**src/rtl/wk_event_pkg.sv**
```systemverilog
// Shared constants for the wake-up event controller.
// Event positions double as priority (0 highest) and status-bit order.
package wk_event_pkg;
    localparam int N_BTN   = 4;
    localparam int N_EVT   = N_BTN + 3;
    localparam int EVT_W   = $clog2(N_EVT);
    localparam int POS_W   = 4;
    localparam int POS_N   = 1 << POS_W;
    localparam int POR_POS = 0;
    localparam int LBD_POS = N_BTN + 1;
    localparam int TMR_POS = N_BTN + 2;

    typedef logic [N_EVT-1:0] evt_vec_t;
    typedef logic [EVT_W-1:0] evt_idx_t;
endpackage

```
**src/rtl/wk_flag_bank.sv**
```systemverilog
// Pending-flag register bank.
// Holds one flag per event source. Set requests merge into an already
// set flag. A clear request removes a flag that moved into service.
// Set wins over clear in the same cycle, so an arrival is never lost.
// Assumes the clear vector is one-hot or zero.
module wk_flag_bank
    import wk_event_pkg::*;
#(
    parameter int        NUM      = N_EVT,
    parameter logic [NUM-1:0] RST_VAL = '0
) (
    input  logic           clk,
    input  logic           rst_n,
    input  logic [NUM-1:0] set_i,
    input  logic [NUM-1:0] clr_i,
    output logic [NUM-1:0] pend_o
);
    logic [NUM-1:0] pend_q;

    // Flag update: clear selected flag, then merge new arrivals.
    always_ff @(posedge clk) begin
        if (!rst_n) pend_q <= RST_VAL;
        else        pend_q <= (pend_q & ~clr_i) | set_i;
    end

    assign pend_o = pend_q;


    flag_drop_needs_clear_chk: assert property (@(posedge clk) disable iff (!rst_n)
        (($past(pend_q) & ~pend_q & ~$past(clr_i)) == '0));


    flag_set_lands_chk: assert property (@(posedge clk) disable iff (!rst_n)
        ((($past(set_i) & ~pend_q) == '0) || !$past(rst_n)));
endmodule

```
**src/rtl/wk_prio_pick.sv**
```systemverilog
// Fixed-priority selector.
// Grants the lowest-numbered requesting position and reports its index.
// Assumes position 0 is the highest priority.
module wk_prio_pick
    import wk_event_pkg::*;
#(
    parameter int NUM = N_EVT,
    parameter int IW  = EVT_W
) (
    input  logic [NUM-1:0] req_i,
    output logic [NUM-1:0] gnt_o,
    output logic [IW-1:0]  idx_o,
    output logic           any_o
);
    logic [NUM:0] higher;

    assign higher[0] = 1'b0;

    // Chain of "a higher position already requests" terms.
    for (genvar g = 0; g < NUM; g++) begin : g_chain
        assign higher[g+1] = higher[g] | req_i[g];
        assign gnt_o[g]    = req_i[g] & ~higher[g];
    end

    assign any_o = higher[NUM];

    // Encode the one-hot grant into an index.
    always_comb begin
        idx_o = '0;
        for (int k = 0; k < NUM; k++) begin
            if (gnt_o[k]) idx_o = IW'(k);
        end
    end
endmodule

```
**src/rtl/wk_status_shift.sv**
```systemverilog
// Status bit presenter for the serial status read.
// Registers the status bit for the requested clock position. This models
// the bit being launched on the serial-clock falling edge ahead of the
// host's sampling edge. Positions past the last event read as zero.
module wk_status_shift
    import wk_event_pkg::*;
#(
    parameter int NUM = N_EVT,
    parameter int PW  = POS_W
) (
    input  logic           clk,
    input  logic           rst_n,
    input  logic [NUM-1:0] stat_i,
    input  logic [PW-1:0]  pos_i,
    output logic           bit_o
);
    localparam int SPAN = 1 << PW;

    logic [SPAN-1:0] stat_ext;
    logic            bit_q;

    // Widen the status word so every position index is in range.
    always_comb begin
        stat_ext           = '0;
        stat_ext[NUM-1:0]  = stat_i;
    end

    // Launch the bit for the requested position.
    always_ff @(posedge clk) begin
        if (!rst_n) bit_q <= 1'b0;
        else        bit_q <= stat_ext[pos_i];
    end

    assign bit_o = bit_q;


    far_pos_zero_chk: assert property (@(posedge clk) disable iff (!rst_n)
        ((int'($past(pos_i)) >= NUM) && $past(rst_n)) |-> !bit_q);
endmodule

```
**src/rtl/wk_event_ctrl.sv**
```systemverilog
// Prioritised wake-up event controller (top).
// Latches seven wake-up causes as pending flags. The power-on flag is set
// by reset. Exactly one event is serviced at a time; an acknowledge
// retires it and the highest-priority pending flag replaces it at the
// same edge. The interrupt line is low while an event is in service,
// and during a status read it carries the registered status bit.
// Assumes event inputs are single-cycle, synchronous, debounced pulses.
module wk_event_ctrl
    import wk_event_pkg::*;
(
    input  logic             clk,
    input  logic             rst_n,
    input  logic [N_BTN-1:0] btn_evt_i,
    input  logic             lowbat_evt_i,
    input  logic             timer_evt_i,
    input  logic             sr_busy_i,
    input  logic [POS_W-1:0] sr_pos_i,
    input  logic             sr_ack_i,
    output logic             irq_n_o,
    output logic             osc_req_o
);
    localparam evt_vec_t POR_MASK = evt_vec_t'(1) << POR_POS;

    evt_vec_t arrive;
    evt_vec_t pend;
    evt_vec_t clr;
    evt_vec_t gnt;
    evt_idx_t pick_idx;
    logic     pick_any;
    logic     svc_valid_q;
    evt_idx_t svc_idx_q;
    logic     slot_free;
    logic     take;
    evt_vec_t svc_onehot;
    evt_vec_t stat_word;
    logic     stat_bit;

    // Gather event inputs into status-position order.
    always_comb begin
        arrive                   = '0;
        arrive[N_BTN:1]          = btn_evt_i;
        arrive[LBD_POS]          = lowbat_evt_i;
        arrive[TMR_POS]          = timer_evt_i;
    end

    wk_flag_bank #(.NUM(N_EVT), .RST_VAL(POR_MASK)) u_flags (
        .clk    (clk),
        .rst_n  (rst_n),
        .set_i  (arrive),
        .clr_i  (clr),
        .pend_o (pend)
    );

    wk_prio_pick #(.NUM(N_EVT), .IW(EVT_W)) u_pick (
        .req_i (pend),
        .gnt_o (gnt),
        .idx_o (pick_idx),
        .any_o (pick_any)
    );

    assign slot_free = !svc_valid_q || sr_ack_i;
    assign take      = slot_free && pick_any;
    assign clr       = take ? gnt : '0;

    // Service slot: load the picked event or retire on acknowledge.
    always_ff @(posedge clk) begin
        if (!rst_n) begin
            svc_valid_q <= 1'b0;
            svc_idx_q   <= '0;
        end else if (take) begin
            svc_valid_q <= 1'b1;
            svc_idx_q   <= pick_idx;
        end else if (sr_ack_i) begin
            svc_valid_q <= 1'b0;
        end
    end

    // Status word: every latched cause, pending or in service.
    always_comb begin
        svc_onehot = '0;
        if (svc_valid_q) svc_onehot[svc_idx_q] = 1'b1;
        stat_word = pend | svc_onehot;
    end

    wk_status_shift #(.NUM(N_EVT), .PW(POS_W)) u_stat (
        .clk    (clk),
        .rst_n  (rst_n),
        .stat_i (stat_word),
        .pos_i  (sr_pos_i),
        .bit_o  (stat_bit)
    );

    assign irq_n_o   = sr_busy_i ? !stat_bit : !svc_valid_q;
    assign osc_req_o = svc_valid_q || (pend != '0);


    svc_hold_chk: assert property (@(posedge clk) disable iff (!rst_n)
        ($past(svc_valid_q) && !$past(sr_ack_i) && $past(rst_n))
            |-> (svc_valid_q && svc_idx_q == $past(svc_idx_q)));


    no_idle_backlog_chk: assert property (@(posedge clk) disable iff (!rst_n)
        (!svc_valid_q && pend != '0) |=> svc_valid_q);


    stray_ack_chk: assert property (@(posedge clk) disable iff (!rst_n)
        (!svc_valid_q && pend == '0 && sr_ack_i && arrive == '0) |=> (!svc_valid_q && pend == '0));


    osc_quiet_chk: assert property (@(posedge clk) disable iff (!rst_n)
        (!osc_req_o && !sr_busy_i) |-> irq_n_o);
endmodule

```
**config.mk**
```make
export PLATFORM = sky130hd
export DESIGN_NAME = wk_event_ctrl
export DESIGN_NICKNAME = d
export VERILOG_FILES = /design/src/rtl/wk_event_pkg.sv /design/src/rtl/wk_flag_bank.sv /design/src/rtl/wk_prio_pick.sv /design/src/rtl/wk_status_shift.sv /design/src/rtl/wk_event_ctrl.sv
export SDC_FILE = /design/constraint.sdc
export NUM_CORES = 1
export LEC_CHECK = 0
export BUFFER_PORTS_ARGS = -buffer_cell sky130_fd_sc_hd__buf_2
export CAP_MARGIN = 20
export CORE_AREA = 2 2 39 41
export CTS_CLUSTER_SIZE = 30
export DETAILED_ROUTE_END_ITERATION = 8
export DIE_AREA = 0 0 41 43
export PLACE_DENSITY = 0.71
export SLEW_MARGIN = 20
export SYNTH_ARGS = -nofsm -noshare
export SYNTH_HDL_FRONTEND = slang
export SYNTH_SLANG_ARGS = --single-unit
```
**constraint.sdc**
```tcl
create_clock -name clk -period 3.4 [get_ports clk]
set_input_delay 1.02 -clock clk [delete_from_list [all_inputs] [get_ports clk]]
set_output_delay 1.02 -clock clk [all_outputs]
set_load 0.01 [all_outputs]
```
After elaboration in Yosys (flattened, before gate mapping)
Index checks and enable logic that the tools add are counted.

Register bits: 12. Output and inout port bits: 2. Logic and storage cells: 52.

$lt $le $gt $ge: 3. Muxes and demuxes: 15. Bitwise gates (word level): 22. Reduce and logical (&&, ||, !) cells: 8.

Operator list (number): $mux 3 (5); $mux 7 (2); $or 7x7->7 (2); $and 7x7->7 (1); $not 7->7 (1); $reduce_bool 7->1 (1); $and 1x1->1 (6); $mux 1 (6); $not 1->1 (6); $or 1x1->1 (6); $lt 4x5->1 const B (1); $bmux 1 s4 (1); $lt 3x4->1 const B (1); $demux 1 s3 (1); $ge 3x1->1 const B (1); $logic_and 1x1->1 (2); $logic_not 1->1 (2); $logic_or 1x1->1 (2); $reduce_bool 2->1 (1).

Longest topological paths before layout
Word-level depth: 11. Gate-level depth with buffers: 5. Gate-level depth less buffers: 4.

Modules after synthesis
Synthesis repeated with hierarchy kept, for this count alone.

Cells, all modules: 88. Area, all modules: 762.0 um2.

Modules (own cells, without submodules): wk_event_ctrl (instances 1, cells an instance 40, area each 319.1 um2, seq. area each 80.1 um2); wk_flag_bank (instances 1, cells an instance 21, area each 236.5 um2, seq. area each 140.1 um2); wk_prio_pick (instances 1, cells an instance 20, area each 121.4 um2, seq. area each 0.0 um2); wk_status_shift (instances 1, cells an instance 7, area each 85.1 um2, seq. area each 20.0 um2).

Worst setup path before layout
No wires, ideal clock.

Path type: input to output. From: in sr_busy_i. To: out irq_n_o. Data arrival time: 1278 ps. Setup slack: 1102 ps. Stages on the path: 1. Cells stage by stage: mux2i_1.

Word-level cells in the longest chain between the ends: 1.

RTL lines: start, declared (line wk_event_ctrl.sv:16) `input logic sr_busy_i,`; $mux 1 (line wk_event_ctrl.sv:93) `assign irq_n_o = sr_busy_i ? !stat_bit : !svc_valid_q;`; end, declared (line wk_event_ctrl.sv:19) `output logic irq_n_o,`.

No other way between the ends.

Final worst setup path
From: reg u_flags.pend_q[0] (netlist: u_flags.pend_o[0]). To: out osc_req_o.

Word-level cells in the longest chain between the ends: 2.

RTL lines: start, declared (line wk_flag_bank.sv:18) `logic [NUM-1:0] pend_q;`; start signal, assigned (line wk_flag_bank.sv:23) `else pend_q <= (pend_q & ~clr_i) | set_i;`; $reduce_bool 7->1 (line wk_event_ctrl.sv:94) `assign osc_req_o = svc_valid_q || (pend != '0);`; $logic_or 1x1->1 (line wk_event_ctrl.sv:94); end, declared (line wk_event_ctrl.sv:20) `output logic osc_req_o`.

No other way between the ends.

==> flow_summary.toml <==
[outcome]
status = "complete, no violations"

[final_layout]
nets = 107
fillers = 132
final_area_um2 = 738
drive_above_1_share_pct = 25.0
multiInputGateArea_um2 = 340
syn_to_final_growth_pct = 20.9
seqCellArea_um2 = 240
antenna_cells = 0

[critical_path]
worst-r2r-cell-count = 4
end_kind = "primary output"
setup.worst_path.start = "u_flags.pend_o[0]"
criticalPathCategory = "reg2out"
timing.rr.end = "u_stat.bit_o"
arrival_ps = 1630
crit_cells = 4
reg2reg_from = "svc_valid_q"
max_stage_delay_ps = 380
crit_end = "osc_req_o"
required_ps = 2380
r2r_setup_slack_ps = 1910
worstSetupStartpointType = "register"
cp_num_buf_inv = 1
cp_max_fo = 6
cp_top_family = "simple AND/OR/NAND/NOR gates"
cp_slowest_cell = "nor4_2"
crit_chain = "nor4_2 -> nand2_1 -> or3_1 -> buf_2"

[power_and_ir_drop]
power_frac_comb_pct = 14.4
power_density_nw_per_um2 = 436
switching_share_pct = 25.8
p_int_mw = 0.239
seqPwrFrac_pct = 50.5
power_switching_mw = 0.0832
irDropWorstVdd_uv = 261
p_leak_nw = 0.325
clkPwrFrac_pct = 35.1

[synth]
synth_adder_area_share_pct = 0
synth_edf_count = 0
synthMuxAreaShare_pct = 6.97
syn_area_per_cell_um2 = 8.25
yosysSeqAreaShare_pct = 39.3
yosysMostFrequentCell = "dfxtp_1"
synth_top_area_cell = "dfxtp_1"
yosys.area_share.xor_xnor_pct = 2.87
synth_seq_cells = 12
synthesis.instances = 74
synth_area_um2 = 611
synthTopCellsByArea = "dfxtp_1, a21oi_1, nand2_1"
synth_nets = 88
yosysUniqueCellTypes = 26
ys_async_sr_fraction_pct = 0
ys_warn_count = 0
synth-compound-area-share_pct = 23.0
synth_top_area_share_pct = 39.3
ys.flop_type = "dfxtp_1"
synth_top_family_by_area = "compound AO/OA/AOI/OAI gates"
synth_simple_gate_area_share_pct = 23.0
synth_commonest_cells = "dfxtp_1, a21oi_1, nand2_1"

[clock_network]
cts_max_path_buffers = 2
clock_latency_ps = 270
cts_hold_buf = 0
cts_tree = "built"
cts_setup_buffers = 0
ctsResizeCount = 0
cts_sinks = 12
cts.htree.levels = 1
cts.clk_slew.worst_paths_ps = 80
numCtsBuffers = 3
clockRootBuffer = "clkbuf_4"

[sta]
period_needed_ps = 2650
max_freq_mhz = 377
slew_headroom_pct = 75.8
tightest_slew_ps = 363
slew_viol_final = 0
fin_skew_ps = 2.78
rsz0062_at_grt = "no"
setup_ws_ps = 750
final.setup.tns_ps = 0
period_share_pct = 77.9
setup_viol = 0
hold_viol_final = 0

[placed_design]
routabilityCongestion = 0.815
dp_slack_ps = 978
port-buffer-count = 15
placed_cell_area_um2 = 702
hpwl_um = 918

[min_path]
worstHoldPathType = "reg2reg"

[die]
die_area_um2 = 1760
io_pins = 16
initial_utilization_pct = 44.1
rows = 14
core_area_um2 = 1380
dieHeight_um = 43
die_w_um = 41

[route]
ant_nets = 0
drtPass1Iterations = 4
drt_wl_total_um = 1210
drc = 0
wl_per_cell_um = 11.2
drt-initial-drc-count = 14
vias = 569
viasPerCell = 5.27

[run]
maxCapViolCount = 0

[global_routing]
grt_first_pass_wirelength_um = 1900
gr-total-overflow = 0
grt_pass1_vias = 448
grt_max_degree = 12
antenna_found_initial = 0
grt_usage_pct = 15.9
placed cells by master (no fill, tap or decap):
cell type	instances
a21oi_1	9
nor4_2	1
mux4_2	1
nand3_1	1
inv_1	7
dfxtp_1	12
o311a_1	1
a31oi_1	1
o21a_1	2
or3_1	1
buf_2	15
or4b_1	1
nor2b_1	1
nand2_2	1
mux2i_1	2
o31ai_1	1
nand2b_1	3
a211oi_2	1
nor2_1	7
a221o_1	1
clkbuf_4	3
clkbuf_8	1
xor2_1	2
o32ai_1	1
nand2_1	8
nor4b_1	1
o21ai_0	5
nor3_1	2
registers in the layout, indices dropped and copies added (netlist names):
name            count
svc_idx_q           3
svc_valid_q         1
u_flags.pend_o      7
u_stat.bit_o        1
power by group through the flow:
stage	logic, mW	registers, mW	clock network, mW
4_1_cts	0.0470	0.162	0.116
2_1_floorplan	0.0313	0.163	0
6_report	0.0465	0.163	0.113
5_1_grt	0.0529	0.164	0.122
3_5_place_dp	0.0467	0.166	0
3_3_place_gp	0.0461	0.165	0
routing by layer:
layer	track usage (%)	share of wire, %	vias to the layer above
met3	4.71	5.3	0
met5	0	0	-
met4	6.00	0	0
met2	21.6	45	18
met1	23.0	50	251
li1	-	-	300
through the flow:
stage	power [mW]	hold WS [ps]	util [%]	cells
2_1_floorplan	0.194	474	-	74
3_3_place_gp	0.212	492	50.7	104
3_5_place_dp	0.213	494	50.7	104
4_1_cts	0.326	511	53.3	108
5_1_grt	0.339	549	53.3	108
6_report	0.322	511	53.3	108
worst min-delay path: cells and delay by family (launching register included):
kind            cells  cell delay [ps]
simple gates        1               60
compound gates      1               70
flops               1              340
how the worst min path moves through the flow:
stage,from,endpoint,slack (ps),cells past startpoint
6_report,svc_idx_q[2],svc_idx_q[2],510,2
5_1_grt,svc_idx_q[0],svc_idx_q[0],550,2
4_1_cts,svc_idx_q[2],svc_idx_q[2],510,2
3_5_place_dp,svc_idx_q[2],svc_idx_q[2],490,2
3_3_place_gp,svc_idx_q[2],svc_idx_q[2],490,2
2_1_floorplan,svc_idx_q[2],svc_idx_q[2],470,2
final cells by class:
class | instances | share of cell area (%)
clock buffer | 4 | 4.92
multi-input combinational | 54 | 46.1
tap | 16 | 2.71
sequential | 12 | 32.5
timing repair buffer | 15 | 10.2
inverter | 7 | 3.56
cells by family after synthesis:
group,Yosys count
simple gates,27
compound gates,22
flops,12
buf+inv,8
mux,3
xor+xnor,2
No activity file was read; power rests on OpenSTA's default activity.
